===== src/rtl/tctr_pkg.sv =====
package tctr_pkg;

   typedef enum logic [2:0] {
      CS_OFF      = 3'd0,
      CS_DIV1     = 3'd1,
      CS_DIV8     = 3'd2,
      CS_DIV64    = 3'd3,
      CS_DIV256   = 3'd4,
      CS_DIV1024  = 3'd5,
      CS_EXT_FALL = 3'd6,
      CS_EXT_RISE = 3'd7
   } csel_e;

   typedef enum logic [1:0] {
      RA_CNT_LO = 2'd0,
      RA_CNT_HI = 2'd1,
      RA_FLAGS  = 2'd2,
      RA_SPARE  = 2'd3
   } regaddr_e;

   localparam int N_TAPS = 5;
   localparam int MAX_TAP_LOG2 = 10;

   function automatic int tap_log2(input int idx);
      case (idx)
         0:       tap_log2 = 0;
         1:       tap_log2 = 3;
         2:       tap_log2 = 6;
         3:       tap_log2 = 8;
         default: tap_log2 = 10;
      endcase
   endfunction

endpackage


===== src/rtl/tctr_tick_sel.sv =====
module tctr_tick_sel
   import tctr_pkg::*;
#(
   parameter int PSC_W  = 10,
   parameter int SYNC_N = 2
) (
   input  logic       clk,
   input  logic       rst_n,
   input  logic [2:0] clk_sel,
   input  logic       ext_in,
   output logic       tick
);

   localparam int SH_W = SYNC_N + 1;

   if (PSC_W < MAX_TAP_LOG2) begin : g_bad_psc
      $error("tctr_tick_sel: PSC_W too small for the largest divider");
   end
   if (SYNC_N < 2) begin : g_bad_sync
      $error("tctr_tick_sel: SYNC_N must be at least 2");
   end

   logic [PSC_W-1:0]  psc_q;
   logic [N_TAPS-1:0] tap_hit;
   logic [SH_W-1:0]   sh_q;
   logic              ext_rise, ext_fall;

   always_ff @(posedge clk or negedge rst_n) begin
      if (!rst_n) psc_q <= '0;
      else        psc_q <= psc_q + 1'b1;
   end

   for (genvar i = 0; i < N_TAPS; i++) begin : g_tap
      localparam int L = tap_log2(i);
      if (L == 0) begin : g_every
         assign tap_hit[i] = 1'b1;
      end else begin : g_div
         assign tap_hit[i] = &psc_q[L-1:0];
      end
   end

   always_ff @(posedge clk or negedge rst_n) begin
      if (!rst_n) sh_q <= '0;
      else        sh_q <= {sh_q[SH_W-2:0], ext_in};
   end

   assign ext_rise =  sh_q[SYNC_N-1] & ~sh_q[SYNC_N];
   assign ext_fall = ~sh_q[SYNC_N-1] &  sh_q[SYNC_N];

   always_comb begin
      case (csel_e'(clk_sel))
         CS_DIV1:     tick = tap_hit[0];
         CS_DIV8:     tick = tap_hit[1];
         CS_DIV64:    tick = tap_hit[2];
         CS_DIV256:   tick = tap_hit[3];
         CS_DIV1024:  tick = tap_hit[4];
         CS_EXT_FALL: tick = ext_fall;
         CS_EXT_RISE: tick = ext_rise;
         default:     tick = 1'b0;
      endcase
   end


   off_no_tick_chk: assert property (@(posedge clk) disable iff (!rst_n)
      (clk_sel == 3'd0) |-> !tick);


   edge_excl_chk: assert property (@(posedge clk) disable iff (!rst_n)
      ext_rise |=> !ext_rise);

endmodule


===== src/rtl/tctr_core.sv =====
module tctr_core #(
   parameter int CNT_W = 16
) (
   input  logic             clk,
   input  logic             rst_n,
   input  logic             tick,
   input  logic             dir_down,
   input  logic             clr,
   input  logic [CNT_W-1:0] top_val,
   input  logic             wr_en,
   input  logic [CNT_W-1:0] wr_val,
   output logic [CNT_W-1:0] cnt,
   output logic             at_top,
   output logic             at_bottom,
   output logic             wrap_evt,
   output logic             ovf_pulse
);

   localparam logic [CNT_W-1:0] ALL_ONES = {CNT_W{1'b1}};
   localparam logic [CNT_W-1:0] ONE      = {{(CNT_W-1){1'b0}}, 1'b1};

   if (CNT_W < 2) begin : g_bad_w
      $error("tctr_core: CNT_W must be at least 2");
   end

   logic [CNT_W-1:0] cnt_q, cnt_d;
   logic             step, up_wrap, dn_wrap;

   assign at_top    = (cnt_q == top_val);
   assign at_bottom = (cnt_q == '0);
   assign step      = tick & ~clr & ~wr_en;
   assign up_wrap   = at_top | (cnt_q == ALL_ONES);
   assign dn_wrap   = at_bottom;
   assign wrap_evt  = step & ~dir_down & up_wrap;

   always_comb begin
      cnt_d = cnt_q;
      if (wr_en) begin
         cnt_d = wr_val;
      end else if (clr) begin
         cnt_d = '0;
      end else if (tick) begin
         if (dir_down) cnt_d = dn_wrap ? top_val : cnt_q - ONE;
         else          cnt_d = up_wrap ? '0 : cnt_q + ONE;
      end
   end

   always_ff @(posedge clk or negedge rst_n) begin
      if (!rst_n) begin
         cnt_q     <= '0;
         ovf_pulse <= 1'b0;
      end else begin
         cnt_q     <= cnt_d;
         ovf_pulse <= wrap_evt;
      end
   end

   assign cnt = cnt_q;


   wr_prio_chk: assert property (@(posedge clk) disable iff (!rst_n)
      wr_en |=> cnt_q == $past(wr_val));


   clr_zero_chk: assert property (@(posedge clk) disable iff (!rst_n)
      (clr && !wr_en) |=> cnt_q == '0);


   hold_chk: assert property (@(posedge clk) disable iff (!rst_n)
      (!tick && !clr && !wr_en) |=> $stable(cnt_q));


   up_step_chk: assert property (@(posedge clk) disable iff (!rst_n)
      (step && !dir_down && !up_wrap) |=> cnt_q == $past(cnt_q) + ONE);


   dn_step_chk: assert property (@(posedge clk) disable iff (!rst_n)
      (step && dir_down && !dn_wrap) |=> cnt_q == $past(cnt_q) - ONE);


   dn_wrap_chk: assert property (@(posedge clk) disable iff (!rst_n)
      (step && dir_down && dn_wrap) |=> cnt_q == $past(top_val));


   ovf_zero_chk: assert property (@(posedge clk) disable iff (!rst_n)
      ovf_pulse |-> cnt_q == '0);

endmodule


===== src/rtl/tctr_busif.sv =====
module tctr_busif
   import tctr_pkg::*;
#(
   parameter int BUS_W = 8,
   parameter int CNT_W = 16
) (
   input  logic             clk,
   input  logic             rst_n,
   input  logic             bus_rd,
   input  logic             bus_wr,
   input  logic [1:0]       bus_addr,
   input  logic [BUS_W-1:0] bus_wdata,
   output logic [BUS_W-1:0] bus_rdata,
   input  logic [CNT_W-1:0] cnt,
   input  logic             wrap_evt,
   output logic             cnt_wr_en,
   output logic [CNT_W-1:0] cnt_wr_val,
   output logic             ovf_flag
);

   if (CNT_W != 2 * BUS_W) begin : g_bad_split
      $error("tctr_busif: CNT_W must be twice BUS_W");
   end

   logic [BUS_W-1:0] hold_q;
   logic             rd_lo, wr_hi, wr_flags, flag_clr;

   assign rd_lo    = bus_rd & (bus_addr == RA_CNT_LO);
   assign wr_hi    = bus_wr & (bus_addr == RA_CNT_HI);
   assign wr_flags = bus_wr & (bus_addr == RA_FLAGS);
   assign flag_clr = wr_flags & bus_wdata[0];

   assign cnt_wr_en  = bus_wr & (bus_addr == RA_CNT_LO);
   assign cnt_wr_val = {hold_q, bus_wdata};

   always_ff @(posedge clk or negedge rst_n) begin
      if (!rst_n)     hold_q <= '0;
      else if (rd_lo) hold_q <= cnt[CNT_W-1:BUS_W];
      else if (wr_hi) hold_q <= bus_wdata;
   end

   always_ff @(posedge clk or negedge rst_n) begin
      if (!rst_n)        ovf_flag <= 1'b0;
      else if (wrap_evt) ovf_flag <= 1'b1;
      else if (flag_clr) ovf_flag <= 1'b0;
   end

   always_comb begin
      case (regaddr_e'(bus_addr))
         RA_CNT_LO: bus_rdata = cnt[BUS_W-1:0];
         RA_CNT_HI: bus_rdata = hold_q;
         RA_FLAGS:  bus_rdata = {{(BUS_W-1){1'b0}}, ovf_flag};
         default:   bus_rdata = '0;
      endcase
   end


   lo_latch_chk: assert property (@(posedge clk) disable iff (!rst_n)
      rd_lo |=> hold_q == $past(cnt[CNT_W-1:BUS_W]));


   hi_load_chk: assert property (@(posedge clk) disable iff (!rst_n)
      (wr_hi && !bus_rd) |=> hold_q == $past(bus_wdata));


   hold_keep_chk: assert property (@(posedge clk) disable iff (!rst_n)
      (!rd_lo && !wr_hi) |=> $stable(hold_q));


   flag_set_chk: assert property (@(posedge clk) disable iff (!rst_n)
      wrap_evt |=> ovf_flag);


   flag_clr_chk: assert property (@(posedge clk) disable iff (!rst_n)
      (flag_clr && !wrap_evt) |=> !ovf_flag);

endmodule


===== src/rtl/bus_timer16.sv =====
module bus_timer16 #(
   parameter int BUS_W  = 8,
   parameter int CNT_W  = 16,
   parameter int PSC_W  = 10,
   parameter int SYNC_N = 2
) (
   input  logic             clk,
   input  logic             rst_n,
   input  logic [2:0]       clk_sel,
   input  logic             ext_in,
   input  logic             dir_down,
   input  logic             clr,
   input  logic [CNT_W-1:0] top_val,
   input  logic             bus_rd,
   input  logic             bus_wr,
   input  logic [1:0]       bus_addr,
   input  logic [BUS_W-1:0] bus_wdata,
   output logic [BUS_W-1:0] bus_rdata,
   output logic             at_top,
   output logic             at_bottom,
   output logic             ovf_pulse,
   output logic             ovf_flag
);

   logic             tick;
   logic [CNT_W-1:0] cnt;
   logic             wrap_evt;
   logic             cnt_wr_en;
   logic [CNT_W-1:0] cnt_wr_val;

   tctr_tick_sel #(.PSC_W(PSC_W), .SYNC_N(SYNC_N)) u_tick (
      .clk     (clk),
      .rst_n   (rst_n),
      .clk_sel (clk_sel),
      .ext_in  (ext_in),
      .tick    (tick)
   );

   tctr_core #(.CNT_W(CNT_W)) u_core (
      .clk       (clk),
      .rst_n     (rst_n),
      .tick      (tick),
      .dir_down  (dir_down),
      .clr       (clr),
      .top_val   (top_val),
      .wr_en     (cnt_wr_en),
      .wr_val    (cnt_wr_val),
      .cnt       (cnt),
      .at_top    (at_top),
      .at_bottom (at_bottom),
      .wrap_evt  (wrap_evt),
      .ovf_pulse (ovf_pulse)
   );

   tctr_busif #(.BUS_W(BUS_W), .CNT_W(CNT_W)) u_bus (
      .clk        (clk),
      .rst_n      (rst_n),
      .bus_rd     (bus_rd),
      .bus_wr     (bus_wr),
      .bus_addr   (bus_addr),
      .bus_wdata  (bus_wdata),
      .bus_rdata  (bus_rdata),
      .cnt        (cnt),
      .wrap_evt   (wrap_evt),
      .cnt_wr_en  (cnt_wr_en),
      .cnt_wr_val (cnt_wr_val),
      .ovf_flag   (ovf_flag)
   );


   bus_excl_chk: assert property (@(posedge clk) disable iff (!rst_n)
      !(bus_rd && bus_wr));

endmodule


===== config.mk =====
export PLATFORM = sky130hd
export DESIGN_NAME = bus_timer16
export DESIGN_NICKNAME = d
export VERILOG_FILES = /design/src/rtl/tctr_pkg.sv /design/src/rtl/tctr_tick_sel.sv /design/src/rtl/tctr_core.sv /design/src/rtl/tctr_busif.sv /design/src/rtl/bus_timer16.sv
export SDC_FILE = /design/constraint.sdc
export NUM_CORES = 1
export LEC_CHECK = 0
export ABC_CLOCK_PERIOD_IN_PS = 5910
export BUFFER_PORTS_ARGS = -buffer_cell sky130_fd_sc_hd__buf_2
export CAP_MARGIN = 0
export CORE_ASPECT_RATIO = 0.7
export CORE_MARGIN = 5
export CORE_UTILIZATION = 60
export CTS_CLUSTER_SIZE = 40
export DETAILED_ROUTE_END_ITERATION = 10
export PLACE_DENSITY = 0.83
export REMOVE_ABC_BUFFERS = 1
export SYNTH_ARGS = -nofsm -noshare
export SYNTH_HDL_FRONTEND = slang
export SYNTH_HIERARCHICAL = 1
export SYNTH_SLANG_ARGS = --single-unit

===== constraint.sdc =====
create_clock -name clk -period 5.91 [get_ports clk]
set_input_delay 0.591 -clock clk [delete_from_list [all_inputs] [get_ports clk]]
set_output_delay 0.591 -clock clk [all_outputs]
set_load 0.02 [all_outputs]

After elaboration in Yosys (flattened, before gate mapping)
Cells that the tools add are included.
{"block": "op_classes", "add_sub_neg": 3, "n_div": 0, "n_lt_le_gt_ge": 0, "n_reduce_logical": 9, "multipliers": 0, "n_shift": 0, "n_eq_ne": 11, "bitwise_logic": 17, "mux": 12}
{"op": "$mux 16", "n": 6}
{"op": "$pmux 8 s3", "n": 1}
{"op": "$add 16x1->16 const B", "n": 1}
{"op": "$eq 16x16->1", "n": 1}
{"op": "$eq 16x16->1 const B", "n": 1}
{"op": "$logic_not 16->1", "n": 1}
{"op": "$mux 8", "n": 2}
{"op": "$sub 16x1->16 const B", "n": 1}
{"op": "$eq 3x3->1 const B", "n": 4}
{"op": "$and 1x1->1", "n": 11}
{"op": "$add 10x1->10 const B", "n": 1}
{"op": "$reduce_and 10->1", "n": 1}
{"op": "$reduce_and 8->1", "n": 1}
{"op": "$pmux 1 s7", "n": 1}
{"op": "$eq 3x2->1 const B", "n": 2}
{"op": "$reduce_and 6->1", "n": 1}
{"op": "$not 1->1", "n": 5}
{"op": "$reduce_bool 2->1", "n": 2}
{"op": "$eq 3x1->1 const B", "n": 1}
{"op": "$reduce_and 3->1", "n": 1}
{"op": "$reduce_bool 3->1", "n": 1}
{"op": "$eq 2x1->1 const B", "n": 1}
{"op": "$eq 2x2->1 const B", "n": 1}
{"op": "$logic_not 2->1", "n": 1}
{"op": "2 further kinds", "n": 3}
{"block": "totals", "inputBits": 36, "ramBits": 0, "latchBits": 0, "word_cells": 58, "mem_bits_ro": 0, "mem_count": 0, "register_bits": 39}

Longest topological paths before layout
Gate-level depths: netlist (run 1).
{"block": "depth", "depth_word": 8, "depth_mapped": 10, "depth_no_buf": 10}

Cells and area by module
Netlist (run 1), hierarchy kept.
{"module": "tctr_core", "area_each_um2": 2063.2, "cells_each": 266, "n_inst": 1}
{"module": "tctr_busif", "area_each_um2": 661.9, "cells_each": 74, "n_inst": 1}
{"module": "tctr_tick_sel", "area_each_um2": 536.8, "cells_each": 43, "n_inst": 1}

Worst setup path before layout (run 1)
No wires, ideal clock.
{"block": "synth_path", "path_kind": "input-to-reg", "start": "input clk_sel[0]", "end": "register u_core.cnt_q[6] (netlist: u_core/cnt[6])", "stages": 9, "t_arrival_ns": 2.404, "setup_time_ns": 0.071, "path_slack_ns": 3.434, "t_required_ns": 5.839, "path_cell_list": "a21boi_0 o31ai_1 nand2_1 a21oi_1 nor3_1 or2_0 clkbuf_1 or4_1 nand4_1"}
{"block": "synth_via", "elab_chain_cells": 3, "elab_cells_between_ends": 9}
{"element": "start, declared", "line_no": "bus_timer16.sv:9", "rtl": "input logic [2:0] clk_sel,"}
{"element": "$eq 3x3->1 (tied with other cells)", "line_no": "tctr_tick_sel.sv:51", "rtl": "case (csel_e'(clk_sel))"}
{"element": "$pmux 1 s7 *", "line_no": "tctr_tick_sel.sv:51"}
{"element": "via tick", "line_no": "bus_timer16.sv:25", "rtl": "logic tick;"}
{"element": "$reduce_bool 3->1 (no source line) *"}
{"element": "end signal, assigned", "line_no": "tctr_core.sv:53", "rtl": "cnt_q <= cnt_d;"}
{"element": "end, declared", "line_no": "tctr_core.sv:26", "rtl": "logic [CNT_W-1:0] cnt_q, cnt_d;"}
Mark *: on every way through the listed nets, which the timed path passes. The rest lies on a longest branch.
A chain may end at the register's enable or synchronous reset.

Worst setup path in the final report (run 1)
{"block": "layout_path", "start": "register u_core.cnt_q[8] (netlist: u_core/cnt[8])", "end": "output at_top"}
{"block": "layout_via", "elab_chain_cells": 1}
{"element": "$eq 16x16->1", "line_no": "tctr_core.sv:29", "rtl": "assign at_top = (cnt_q == top_val);"}
{"element": "end, declared", "line_no": "bus_timer16.sv:19", "rtl": "output logic at_top,"}
Every way passes these cells.

==> qor.csv, run 1 <==
metric;value;unit
Die Area;7030;µm²
TritonCTS Sinks;39;
Synth Register Bits;39;
wire length per cell;20.2;µm
Leakage;0.00150;µW
WS Path Type;reg2out;
Synth area leader;dfrtp_1;
largest net degree at the start of global routing;40;
clk buf depth;2;
unrepaired setup endpoints after global routing;no;
largest cells by area after synthesis;dfrtp_1, xnor2_1, nand2_1;
kind of path behind the tightest hold check;reg2reg;
worst r2r src;u_tick/psc_q[0]$_DFF_PN0_;
Clk pin slew, worst setup/hold paths;90;ps
Die Y;71.7;µm
PnR Total Power;999;µW
H-tree levels;2;
minimum clock period;2970;ps
Core ar.;5260;µm²
Avg Vias per Cell;6.78;
initial antenna violation count;0;
Final Util;66.0;%
DR iter-0 viols;534;
Setup Viol. Count Final;0;
FMAX;337;MHz
nets@finish;442;
Fillers;454;
Hold Buf Count CTS;0;
Post-synth EDFFs;0;
worst vdd ir;0.000153;V
worst slew pin tran;887;ps
port buffer count;47;
Syn Area/Cell;8.52;µm²
Initial DRT Pass Iterations;6;
global route total overflow;0;
area grow syn2layout;6.33;%
Setup WS post-layout;2940;ps
Clock Latency Late Sink;310;ps
Yosys top cell area share;29.9;%
sum of negative setup slack;0;ps
first-pass GRT wire length;15700;µm
status;finished clean;
gpl congestion;1.03;
Slew headroom;40.8;%
CP endpoint kind;output port;
Inserted Clock Buffers;5;
Final period util;50.2;%
Synthesis Warnings;6;
critical path startpoint;u_core/cnt[8]$_DFFE_PN0P_;
# diodes;0;
Hold Path Origin;u_tick/sh_q[0]$_DFF_PN0_;
synthesized area;3260;µm²
clk root buf;clkbuf_8;
Slew Viols, Final;0;
Distinct cells, synth;72;
hpwl dp;7260;µm
vias in the first global route;2979;
worst reg2reg setup slack;3000;ps
residual DRC count;0;
Post-CTS Setup Inserts;0;
DP Worst Slack;2940;ps
CTS tree;yes;
Hold Worst Slack;375;ps
commonest non-fill, non-tap cells in the layout;buf_2, nand2_1, dfrtp_1, nor2_1, xnor2_1;
clk_skew;12.3;ps
most common cell after layout, fill and taps aside;buf_2;
cells after synthesis;383;
Vias;3216;
GRT Util Overall;27.9;%
Final Hold Fails;0;
Starting Density;62.0;%
CP max FO;15;
worst endpoint data arrival time;2380;ps
I/O pins;48;
Antenna Nets Post-Route;0;
cts repair resizes;0;
final WL;9560;µm
ys flop type;dfrtp_1;
sequential area share after synthesis;29.9;%
startpoint types;flop;
Worst EP required;5320;ps
ys async rst share;100;%
layout cells sized above 1;19.2;%
row count;22;
# Max-Cap Violations;0;
Die W;98.1;µm
PwrDens;288;nW/µm²
-- flip-flops by register name (all words and copies together), names as in the netlist --
register / flops
u_core/cnt: 16
u_core/ovf_pulse: 1
u_tick/psc_q: 10
u_bus/hold_q: 8
u_bus/ovf_flag: 1
u_tick/sh_q: 3
-- final cells by class --
type	count	area [µm²]	area share (%)
repair buffers	49	250	7.21
flip-flops and latches	39	976	28.1
multi-input cells	299	2030	58.6
well taps	72	90.1	2.60
clock inverters	3	23.8	0.685
inverters	7	26.3	0.758
clock buffers	5	68.8	1.98
-- cell usage after synthesis (4+ instances only) --
cell type / count
nand2_1: 44
a211oi_1: 4
a22oi_1: 5
xor2_1: 9
nor2_1: 27
ha_1: 5
clkbuf_1: 8
buf_2: 15
nor3_1: 9
o21ai_1: 9
dfrtp_1: 39
mux2i_1: 8
nand3_1: 22
a2bb2oi_1: 7
o211ai_1: 7
o31ai_1: 7
or3_1: 4
xnor2_1: 27
a21oi_1: 16
nand4_1: 6
buf_4: 11
inv_1: 7
o21ai_0: 10
and3_1: 4
-- kinds of logic (layout without fill, tap and decap cells) --
family,after synthesis,in the layout,share of synthesized area [%]
buffers and inverters,45,64,7.75
flip-flops,39,39,29.9
AO/OA/AOI/OAI,92,92,19.9
XOR/XNOR,36,36,9.67
adder cells (fa/ha/maj),5,5,1.92
AND/OR/NAND/NOR,156,156,27.7
multiplexers,10,10,3.15
-- report_power, final --
part	switching (µW)	internal, µW
logic	218	175
registers	114	302
clock network	106	84.4
total	438	562
-- per-stage QoR --
step | instance area, µm² | instances
after global placement | 3380 | 466
final | 3470 | 474
after floorplan | 3040 | 345
after detailed placement | 3380 | 466
after CTS | 3470 | 474
after global routing | 3470 | 474
-- worst paths after layout --
| check | end | cells after the start |
|---|---|---|
| worst max-delay path | at_top | 4 |
| worst min-delay path | u_tick/sh_q[1]$_DFF_PN0_ | 0 |
| worst max register to register | u_core/cnt[14]$_DFFE_PN0P_ | 10 |
| worst min register to register | u_tick/sh_q[1]$_DFF_PN0_ | 0 |
| max in group asynchronous | u_core/cnt[6]$_DFFE_PN0P_ | 1 |
| min in group asynchronous | u_core/cnt[8]$_DFFE_PN0P_ | 1 |
-- worst max-delay path: stages, from the launching register on --
cell,delay [ps]
dfrtp_1,800
xnor2_1,210
nand4_2,150
nor4_4,620
buf_2,280
-- routing by layer --
metal | vias to the layer above | global-route usage (%) | share of wire (%)
li1 | 1434 | - | -
met1 | 1516 | 41.1 | 43
met2 | 244 | 39.6 | 41
met3 | 22 | 8.85 | 15
met4 | 0 | 6.30 | 1.7
met5 | - | 0 | 0
Power figures use the tool's default switching activity.
==> inputs of run 2 (changes only) <==
- ABC_CLOCK_PERIOD_IN_PS: 5910 -> 2800
- CORE_UTILIZATION: 60 -> 58
- PLACE_DENSITY: 0.83 -> 0.81
- clock period: 5.91 -> 2.8 ns (I/O delays scaled with it)
==> qor.csv, run 2 (same netlist as run 1, synthesis figures left out) <==
metric;value;unit;change
status;finished clean;;
CTS tree;yes;;
Worst EP required;2990;ps;-2330 ps
Post-Layout Inst Area;3610;µm²;+4.2%
Avg Vias per Cell;6.74;;-0.68%
startpoint types;flop;;
minimum clock period;2520;ps;
Slew Viols, Final;0;;unchanged
Largest delay share family, worst path;simple AND/OR/NAND/NOR gates;;
row count;22;;unchanged
R2R depth;6;;-4
Inserted Clock Buffers;5;;unchanged
unrepaired setup endpoints after global routing;no;;
Setup Viol. Count Final;0;;unchanged
gpl congestion;0.981;;-4.3%
Starting Density;61.1;%;-0.96 points
Antenna Nets Post-Route;0;;unchanged
Die W;99.6;µm;+1.5%
WS Path Type;reg2reg;;
worst slew pin tran;885;ps;-2.18 ps
first-pass GRT wire length;16100;µm;+2.8%
area grow syn2layout;10.8;%;
Hold Worst Slack;103;ps;-272 ps
Vias;3302;;+2.7%
worst vdd ir;0.000422;V;+180%
kind of path behind the tightest hold check;in2async;;
residual DRC count;0;;unchanged
register area;976;µm²;unchanged
nets@finish;458;;+3.6%
Die Y;72.7;µm;+1.5%
final std cells w/o fill;490;;+3.4%
clk buf depth;2;;unchanged
cts repair resizes;0;;unchanged
CP endpoint kind;flop;;
Final period util;90.0;%;
worst endpoint data arrival time;2710;ps;+330 ps
final WL;10100;µm;+6.0%
# diodes;0;;unchanged
Post-CTS Setup Inserts;0;;unchanged
Leakage;0.00160;µW;+6.8%
Initial DRT Pass Iterations;5;;-1
FMAX;397;MHz;
largest net degree at the start of global routing;40;;unchanged
# Max-Cap Violations;0;;unchanged
initial antenna violation count;0;;unchanged
DR iter-0 viols;435;;-19%
clk root buf;clkbuf_8;;
Multi-input gate area;2030;µm²;unchanged
Die Area;7250;µm²;+3.0%
max reg flops;16;;unchanged
Clk pin slew, worst setup/hold paths;80;ps;about the same
TritonCTS Sinks;39;;unchanged
I/O pins;48;;unchanged
wire length per cell;20.7;µm;+2.6%
most common cell after layout, fill and taps aside;buf_2;;
commonest non-fill, non-tap cells in the layout;buf_2, nand2_1, dfrtp_1, nor2_1, xnor2_1;;
layout cells sized above 1;22.2;%;+3.1 points
Hold Buf Count CTS;0;;unchanged
CP peak stage delay;660;ps;-140 ps
vias in the first global route;3113;;+4.5%
Fillers;450;;-0.88%
PwrDens;624;nW/µm²;+120%
Critical-path top delay cell;dfrtp_1;;
Slew headroom;41.0;%;+0.15 points
CP Depth;6;;+2
Final Hold Fails;0;;unchanged
Inst Count DP;482;;+3.4%
Placed Area;3500;µm²;+3.6%
H-tree levels;2;;unchanged
CP max FO;11;;-4
global route total overflow;0;;unchanged
Core ar.;5340;µm²;+1.6%
port buffer count;47;;unchanged
hpwl dp;7740;µm;+6.6%
GRT Util Overall;28.6;%;+0.71 points
crit path buf inv count;0;;-1
sum of negative setup slack;0;ps;unchanged
critical path, cell by cell;nand3_1 > nor3_1 > nor4b_2 > or2_1 > o311ai_0 > a21o_1;;
clk_skew;4.97;ps;-7.37 ps
Clock Latency Late Sink;290;ps;-20 ps
## run 2: cell count changes in the layout (fill, tap and decap cells not counted)
| cell | delta |
|---|---|
| buf_4 | +16 |
| bufinv_16 | +1 |
| clkbuf_8 | +1 |
| clkinv_2 | +1 |
| clkinvlp_4 | -2 |
| inv_6 | -1 |
## run 2: power by group
part | internal, µW | total [µW] | switching, µW | leakage (µW)
Clock | 288 | 490 | 202 | 0.0000612
Sequential | 638 | 830 | 192 | 0.000495
Combinational | 406 | 933 | 527 | 0.00105
## run 2: final timing paths
path,from,endpoint,slack [ps]
worst max-delay path,u_core/cnt[9]$_DFFE_PN0P_,u_core/cnt[13]$_DFFE_PN0P_,280
worst min-delay path,rst_n,u_bus/hold_q[0]$_DFFE_PN0P_,100
worst max register to register,u_core/cnt[9]$_DFFE_PN0P_,u_core/cnt[13]$_DFFE_PN0P_,280
worst min register to register,u_tick/sh_q[0]$_DFF_PN0_,u_tick/sh_q[1]$_DFF_PN0_,360
max in group asynchronous,rst_n,u_core/cnt[8]$_DFFE_PN0P_,2140
min in group clk,ext_in,u_tick/sh_q[0]$_DFF_PN0_,100
## run 2: area by class of cell
class                   instances  area share (%)
multi-input cells             299            56.3
flip-flops and latches         39            27.0
repair buffers                 65            10.2
well taps                      72            2.49
clock buffers                   6            2.29
clock inverters                 2           0.970
inverters                       7           0.727
## run 2: stage by stage
stage | setup WS, ps | total power (µW) | util, %
after global placement | 438 | 1720 | 65.5
after CTS | 352 | 2220 | 67.7
after floorplan | 2.37 | 1400 | -
after global routing | 166 | 2370 | 67.7
after detailed placement | 423 | 1730 | 65.5
final | 281 | 2250 | 67.7
## run 2: worst register-to-register path: stages (launching register included)
cell      delay, ps
dfrtp_1         660
nand3_1         190
nor3_1          480
nor4b_2         310
or2_1           360
o311ai_0        220
a21o_1          200
## run 2: layer usage
layer,wire length [µm],global-route usage [%],vias to the layer above
met5,0,0,-
met4,201,9.24,0
met3,1610,9.55,27
met2,4080,39.7,284
met1,4250,41.5,1534
li1,-,-,1457
